==> config.mk <==
export PLATFORM = sky130hd
export DESIGN_NAME = bpsk_dual_tx
export DESIGN_NICKNAME = d
export VERILOG_FILES = /design/src/rtl/bpsk_pkg.sv /design/src/rtl/bpsk_tune_sel.sv /design/src/rtl/bpsk_bit_timer.sv /design/src/rtl/bpsk_sine_lut.sv /design/src/rtl/bpsk_dual_tx.sv
export SDC_FILE = /design/constraint.sdc
export NUM_CORES = 1
export LEC_CHECK = 0
export CAP_MARGIN = 40
export CORE_UTILIZATION = 65
export CTS_CLUSTER_DIAMETER = 200
export CTS_CLUSTER_SIZE = 16
export DETAILED_ROUTE_END_ITERATION = 7
export PLACE_DENSITY = 0.84
export SYNTH_ARGS = -nofsm -noshare
export SYNTH_HDL_FRONTEND = slang
export SYNTH_HIERARCHICAL = 1
export SYNTH_SLANG_ARGS = --single-unit
==> constraint.sdc <==
create_clock -name clk -period 4.4 [get_ports clk]
set_input_delay 1.1 -clock clk [delete_from_list [all_inputs] [get_ports clk]]
set_output_delay 1.1 -clock clk [all_outputs]
set_load 0.05 [all_outputs]
==> src/rtl/bpsk_pkg.sv <==
package bpsk_pkg;

   // Carrier index: {band, secondary}
   typedef enum logic {BAND_UTILITY = 1'b0, BAND_GENERAL = 1'b1} band_e;

   // Rounded phase increment for a carrier at a given clock
   function automatic longint unsigned tune_word(input int unsigned f_hz,
                                                 input int unsigned clk_hz,
                                                 input int unsigned acc_w);
      longint unsigned num;
      num = (longint'(f_hz) << acc_w) + longint'(clk_hz / 2);
      return num / longint'(clk_hz);
   endfunction

   // Rounded clocks per data bit
   function automatic int unsigned clks_per_bit(input int unsigned clk_hz,
                                                input int unsigned bps);
      return (clk_hz + bps / 2) / bps;
   endfunction

   // Quarter-wave sine magnitude at the midpoint of bin idx,
   // rational approximation of sine over a half period of 4*depth units
   function automatic int quarter_sine(input int idx, input int depth, input int amp);
      int u;
      int p;
      int num;
      int den;
      u   = 2 * idx + 1;
      p   = 4 * depth;
      num = 4 * amp * u * (p - u);
      den = (5 * p * p) / 4 - u * (p - u);
      return (num + den / 2) / den;
   endfunction

endpackage

==> src/rtl/bpsk_tune_sel.sv <==
module bpsk_tune_sel
   import bpsk_pkg::*;
#(
   parameter int unsigned PHASE_W     = 24,
   parameter int unsigned CPB_W       = 12,
   parameter int unsigned GEN_CLK_HZ  = 10_000_000,
   parameter int unsigned UTIL_CLK_HZ = 6_553_600,
   parameter int unsigned GEN_PRI_HZ  = 132_000,
   parameter int unsigned GEN_SEC_HZ  = 115_000,
   parameter int unsigned UTIL_PRI_HZ = 86_000,
   parameter int unsigned UTIL_SEC_HZ = 75_000,
   parameter int unsigned GEN_BPS     = 5400,
   parameter int unsigned UTIL_BPS    = 3600
) (
   input  logic               clk,
   input  logic               rst_n,
   input  logic               load_i,
   input  logic               band_i,
   input  logic               car_i,
   input  logic               blocked_i,
   output logic [PHASE_W-1:0] tw_o,
   output logic [CPB_W-1:0]   cpb_o,
   output logic               sec_o
);

   localparam int unsigned GEN_CPB  = clks_per_bit(GEN_CLK_HZ, GEN_BPS);
   localparam int unsigned UTIL_CPB = clks_per_bit(UTIL_CLK_HZ, UTIL_BPS);

   if (GEN_CPB >= (1 << CPB_W) || UTIL_CPB >= (1 << CPB_W)) begin : g_cpb_bad
      $error("bpsk_tune_sel: CPB_W too narrow for bit period");
   end
   if (GEN_CPB < 2 || UTIL_CPB < 2) begin : g_cpb_short
      $error("bpsk_tune_sel: bit period must span at least two clocks");
   end

   logic [PHASE_W-1:0] tw_tab [4];
   logic [CPB_W-1:0]   cpb_tab [2];

   for (genvar k = 0; k < 4; k++) begin : g_tw
      localparam int unsigned CLK  = (k / 2 == 1) ? GEN_CLK_HZ : UTIL_CLK_HZ;
      localparam int unsigned FREQ = (k == 3) ? GEN_SEC_HZ  :
                                     (k == 2) ? GEN_PRI_HZ  :
                                     (k == 1) ? UTIL_SEC_HZ : UTIL_PRI_HZ;
      assign tw_tab[k] = PHASE_W'(tune_word(FREQ, CLK, PHASE_W));
   end

   assign cpb_tab[0] = CPB_W'(UTIL_CPB);
   assign cpb_tab[1] = CPB_W'(GEN_CPB);

   logic               sec_live;
   logic [PHASE_W-1:0] tw_q;
   logic [CPB_W-1:0]   cpb_q;
   logic               sec_q;

   assign sec_live = car_i | blocked_i;

   always_ff @(posedge clk) begin
      if (!rst_n) begin
         tw_q  <= '0;
         cpb_q <= '0;
         sec_q <= 1'b0;
      end else if (load_i) begin
         tw_q  <= tw_tab[{band_i, sec_live}];
         cpb_q <= cpb_tab[band_i];
         sec_q <= sec_live;
      end
   end

   assign tw_o  = tw_q;
   assign cpb_o = load_i ? cpb_tab[band_i] : cpb_q;
   assign sec_o = sec_q;

endmodule

==> src/rtl/bpsk_bit_timer.sv <==
module bpsk_bit_timer #(
   parameter int unsigned CPB_W = 12
) (
   input  logic             clk,
   input  logic             rst_n,
   input  logic             valid_i,
   input  logic             data_i,
   input  logic [CPB_W-1:0] cpb_i,
   output logic             ready_o,
   output logic             start_o,
   output logic             busy_o,
   output logic             bit_o
);

   logic             busy_q;
   logic             bit_q;
   logic [CPB_W-1:0] cnt_q;

   assign ready_o = !busy_q || (cnt_q == '0);
   assign start_o = valid_i && !busy_q;

   always_ff @(posedge clk) begin
      if (!rst_n) begin
         busy_q <= 1'b0;
         bit_q  <= 1'b0;
         cnt_q  <= '0;
      end else if (ready_o) begin
         if (valid_i) begin
            busy_q <= 1'b1;
            bit_q  <= data_i;
            cnt_q  <= cpb_i - 1'b1;
         end else begin
            busy_q <= 1'b0;
         end
      end else begin
         cnt_q <= cnt_q - 1'b1;
      end
   end

   assign busy_o = busy_q;
   assign bit_o  = bit_q;

endmodule

==> src/rtl/bpsk_sine_lut.sv <==
module bpsk_sine_lut
   import bpsk_pkg::*;
#(
   parameter int unsigned PHASE_W  = 24,
   parameter int unsigned ADDR_W   = 6,
   parameter int unsigned SAMPLE_W = 8
) (
   input  logic [PHASE_W-1:0]         phase_i,
   output logic signed [SAMPLE_W-1:0] sample_o
);

   localparam int DEPTH = 1 << ADDR_W;
   localparam int AMP   = (1 << (SAMPLE_W - 1)) - 1;

   if (PHASE_W < ADDR_W + 2) begin : g_bad_w
      $error("bpsk_sine_lut: phase narrower than table address plus quadrant");
   end

   logic [SAMPLE_W-2:0] rom [DEPTH];

   for (genvar i = 0; i < DEPTH; i++) begin : g_rom
      assign rom[i] = (SAMPLE_W-1)'(quarter_sine(i, DEPTH, AMP));
   end

   logic [1:0]          quad;
   logic [ADDR_W-1:0]   idx;
   logic [ADDR_W-1:0]   addr;
   logic [SAMPLE_W-1:0] mag;

   assign quad = phase_i[PHASE_W-1 -: 2];
   assign idx  = phase_i[PHASE_W-3 -: ADDR_W];
   assign addr = quad[0] ? ~idx : idx;
   assign mag  = {1'b0, rom[addr]};

   assign sample_o = quad[1] ? -$signed(mag) : $signed(mag);

endmodule

==> src/rtl/bpsk_dual_tx.sv <==
module bpsk_dual_tx #(
   parameter int unsigned PHASE_W     = 24,
   parameter int unsigned LUT_ADDR_W  = 6,
   parameter int unsigned SAMPLE_W    = 8,
   parameter int unsigned CPB_W       = 12,
   parameter int unsigned GEN_CLK_HZ  = 10_000_000,
   parameter int unsigned UTIL_CLK_HZ = 6_553_600,
   parameter int unsigned GEN_PRI_HZ  = 132_000,
   parameter int unsigned GEN_SEC_HZ  = 115_000,
   parameter int unsigned UTIL_PRI_HZ = 86_000,
   parameter int unsigned UTIL_SEC_HZ = 75_000,
   parameter int unsigned GEN_BPS     = 5400,
   parameter int unsigned UTIL_BPS    = 3600
) (
   input  logic                       clk,
   input  logic                       rst_n,
   input  logic                       band_sel,
   input  logic                       car_sel,
   input  logic                       primary_blocked,
   input  logic                       bit_valid,
   input  logic                       bit_data,
   output logic                       bit_ready,
   output logic signed [SAMPLE_W-1:0] dac_sample,
   output logic                       tx_active
);

   logic               start;
   logic               active;
   logic               cur_bit;
   logic [CPB_W-1:0]   cpb_use;
   logic [PHASE_W-1:0] tw_q;
   logic               sec_q;

   bpsk_tune_sel #(
      .PHASE_W    (PHASE_W),
      .CPB_W      (CPB_W),
      .GEN_CLK_HZ (GEN_CLK_HZ),
      .UTIL_CLK_HZ(UTIL_CLK_HZ),
      .GEN_PRI_HZ (GEN_PRI_HZ),
      .GEN_SEC_HZ (GEN_SEC_HZ),
      .UTIL_PRI_HZ(UTIL_PRI_HZ),
      .UTIL_SEC_HZ(UTIL_SEC_HZ),
      .GEN_BPS    (GEN_BPS),
      .UTIL_BPS   (UTIL_BPS)
   ) u_tune (
      .clk      (clk),
      .rst_n    (rst_n),
      .load_i   (start),
      .band_i   (band_sel),
      .car_i    (car_sel),
      .blocked_i(primary_blocked),
      .tw_o     (tw_q),
      .cpb_o    (cpb_use),
      .sec_o    (sec_q)
   );

   bpsk_bit_timer #(.CPB_W(CPB_W)) u_timer (
      .clk    (clk),
      .rst_n  (rst_n),
      .valid_i(bit_valid),
      .data_i (bit_data),
      .cpb_i  (cpb_use),
      .ready_o(bit_ready),
      .start_o(start),
      .busy_o (active),
      .bit_o  (cur_bit)
   );

   // Phase accumulator, restarted at each packet
   logic [PHASE_W-1:0] acc_q;
   logic [PHASE_W-1:0] phase;

   always_ff @(posedge clk) begin
      if (!rst_n) begin
         acc_q <= '0;
      end else if (start) begin
         acc_q <= '0;
      end else if (active) begin
         acc_q <= acc_q + tw_q;
      end
   end

   // A zero bit adds half a cycle: flip the phase MSB
   assign phase = {acc_q[PHASE_W-1] ^ ~cur_bit, acc_q[PHASE_W-2:0]};

   logic signed [SAMPLE_W-1:0] lut_out;

   bpsk_sine_lut #(
      .PHASE_W (PHASE_W),
      .ADDR_W  (LUT_ADDR_W),
      .SAMPLE_W(SAMPLE_W)
   ) u_lut (
      .phase_i (phase),
      .sample_o(lut_out)
   );

   always_ff @(posedge clk) begin
      if (!rst_n) begin
         dac_sample <= '0;
         tx_active  <= 1'b0;
      end else begin
         dac_sample <= active ? lut_out : '0;
         tx_active  <= active;
      end
   end

endmodule

==> summary.txt <==
Clock tree
  – TritonCTS clock tree: done
  – Cts repair resizes: 0
  – H-Tree Depth: 3
  – Hold-fix buffers at CTS: 0
  – Root buf cell: clkbuf_8
  – Clock Tree Buf Depth: 2
  – Clock sinks: 69
  – CTS Buf Count: 9
  – Post-CTS Setup Repair Bufs: 0
  – Clk_lat worst skew: 0.36 ns
  – Clk slew on worst S/H paths: 0.09 ns

STA
  – Min cycle time layout: 3.74 ns
  – Final setup fails: 0
  – Final Hold Viols: 0
  – Fmax: 267 MHz
  – Final TNS setup: 0 ns
  – Rel. slew slack: about two fifths
  – Fin. max-slew vios: 0
  – Tcrit/Tclk final: 85.1%
  – Setup Skew: 0.0239 ns
  – Worst Max-Slew Pin Slew: 0.888 ns
  – RSZ-0062 raised after global routing: no

Worst setup path
  – Critical Path Slowest Stage Cell: clkdlybuf4s50_1
  – Worst Setup Path Type: reg2out
  – Req. time, crit path: ~3.3 ns
  – Worst Path Buf+Inv: 2
  – CP endpoint kind: output pin
  – Worst path cell trace: or4_4, o41a_4, inv_1, clkdlybuf4s50_1
  – Flop2flop setup slack: around 1.1 ns
  – FF-to-FF Start: acc_q[16]
  – CP top delay family: buffers and inverters
  – Worst path max stage delay: 0.80 ns
  – Crit path max fanout: 15
  – Worst R2R Path Depth: 10
  – Data arrival, critical path: between 2 and 3 ns
  – Type of origin of the critical path: flip-flop
  – RR Endpoint: dac_sample[5]

Global route
  – Largest net degree at the start of global routing: 49
  – Gr ovfl total: 0
  – Global-route wire length before repair: 23300 um
  – Initial antenna violation count: 0
  – GR Util All Layers: 31.9%
  – Vias in the first global route: 4949

Detailed routing
  – Final ANT Viol Nets: 0
  – Routed vias/inst: 6.52
  – Routed WL per cell: around 17 um
  – First-pass DRT Iterations: 8
  – Drc violations: 0
  – WL final: 14300 um
  – Via count: roughly 5500
  – Initial DRC Count: roughly 330

Power and ir drop
  – Leak: 2.38 nW
  – Pwr Density: 312 nW/um^2
  – Peak supply drop: 250 uV

Synthesis
  – Post-synth top flop: dfxtp_1
  – Yosys cell types: 92
  – #FFs+latches synth: 69
  – Share of the yosys chip area belonging to registers: between 20% and 30%
  – Synth warn: 6
  – Post-synth ARST share: 0%
  – Cell area after synthesis: 5790 sq um
  – Area leader, netlist: dfxtp_1
  – Synthesized area per cell: 7.83 sq um
  – Syn Inst Count: 739
  – Share of the synthesized area in the top cell type: 23.9%
  – Top cells by count, synth: dfxtp_1, nand2_1, nor2_1
  – Area contributors post-synth: dfxtp_1, ha_1, mux2i_1
  – Most common cell in the netlist: dfxtp_1
  – Number of synthesized flops with an enable pin: 0

Place
  – Port bufs: 16
  – DPL Wire Length: slightly above 10000 um
  – Placed instance area: 5850 sq um
  – RD Place Congestion: 0.965

Finish
  – Final Net Count: around 770
  – Final core occ: 69.6%
  – Fillers: 725
  – Antenna Diode Count: 0
  – Layout cells sized above 1: under 10%
  – Fin area: 6040 sq um
  – Layout area overhead: 4.39%

Flow run
  – # Max-Cap Violations: 0

Floorplan
  – Starting Density: roughly two thirds
  – Die width: slightly below 100 um
  – Core footprint: roughly 8700 sq um
  – Full die area: 9290 sq um
  – Die height: 96.4 um
  – Placement Rows: 34
  – IO Count: 17

Min path
  – Hold Path End: acc_q[22]
  – Beginning of the worst hold path: acc_q[22]
  – Hold Crit Depth: 2
  – Worst min path class: reg2reg

Run status
  – Status: completed
## area by class of cell
type                            instances  area [sq um]  share of cell area [%]
Timing Repair Buffer                   30           273                    4.51
Tap cell                              108           135                    2.24
Sequential cell                        69          1380                    22.9
Clock buffer                            9           124                    2.05
Inverter                               28           105                    1.74
Multi-Input combinational cell        591          3950                    65.4
Clock inverter                          7          73.8                    1.22
## stage by stage
| stage | setup slack (ns) | std cells | hold slack (ns) | power (mW) |
|---|---|---|---|---|
| 6_report | 0.658 | 842 | 0.483 | 1.89 |
| 5_1_grt | 0.589 | 842 | 0.523 | 1.99 |
| 4_1_cts | 0.649 | 842 | 0.486 | 1.88 |
| 3_5_place_dp | 0.481 | 826 | 0.476 | 1.36 |
| 3_3_place_gp | 0.575 | 825 | 0.468 | 1.34 |
| 2_1_floorplan | 1.03 | 746 | 0.445 | 1.23 |
## registers in the layout, summed over array words and instances (netlist names)
name and count:
u_timer/busy_o 1, u_tune/tw_o 10, u_tune/cpb_q 12, u_timer/cnt_q 12, dac_sample 8, u_timer/bit_o 1, acc_q 24, tx_active 1
## cells by family (layout without fill, tap and decap cells)
kind of cell               after synthesis  in the layout  share of synthesized area, %
and+or+nand+nor                        270            270                          24.7
AOI/OAI and AO/OA                      223            223                          26.6
buffers and inverters                   86             74                          8.36
DFF                                     69             69                          23.9
adders and majority gates               33             33                          7.26
xor gates and xnor gates                33             33                          4.99
muxes                                   24             24                          4.17
other                                    1              8                        0.0648
## per-layer routing
metal | global-route usage (%) | up-vias | part of all wire, %
met2 | 53.8 | 255 | 48
met5 | 0 | - | 0
met1 | 40.9 | 2527 | 43
li1 | - | 2664 | -
met4 | 11.6 | 0 | 2.3
met3 | 5.32 | 42 | 7.1
## worst reg2reg max path, cell delays in order, from the launching register on
cell and delay [ns]:
dfxtp_1 0.75, xor2_1 0.44, inv_1 0.16, ha_1 0.30, or3_1 0.37, a31oi_1 0.27, o311a_1 0.32, inv_1 0.10
a31oi_1 0.21, xor2_1 0.17, and3_1 0.16
## worst max-delay path by stage
stage                       from                 to  slack, ns  depth (start not counted)
2_1_floorplan          bit_valid  u_timer/cnt_q[10]       1.03                          9
3_3_place_gp           bit_valid   u_timer/cnt_q[7]       0.57                         11
4_1_cts        u_timer/cnt_q[10]          bit_ready       0.65                          4
3_5_place_dp           bit_valid   u_timer/cnt_q[7]       0.48                         11
5_1_grt        u_timer/cnt_q[10]          bit_ready       0.59                          4
6_report       u_timer/cnt_q[10]          bit_ready       0.66                          4
## cell usage in the layout (no fill, tap or decap), types with 16 or more instances in the layout
cell type,instances
dfxtp_1,68
nand2_1,55
nor2_1,54
a21oi_1,45
o21ai_0,34
ha_1,32
nor3_1,27
inv_1,25
mux2i_1,23
nand2b_1,21
and2_1,21
xnor2_1,17
nand3_1,17
xor2_1,16
o22ai_1,16
clkdlybuf4s50_1,16
## report_power, final
group / total [mW] / internal [mW] / switching (mW)
Clock: 0.524 / 0.264 / 0.260
Combinational: 0.640 / 0.256 / 0.384
Sequential: 0.721 / 0.671 / 0.0501
Power figures use the tool's default switching activity.
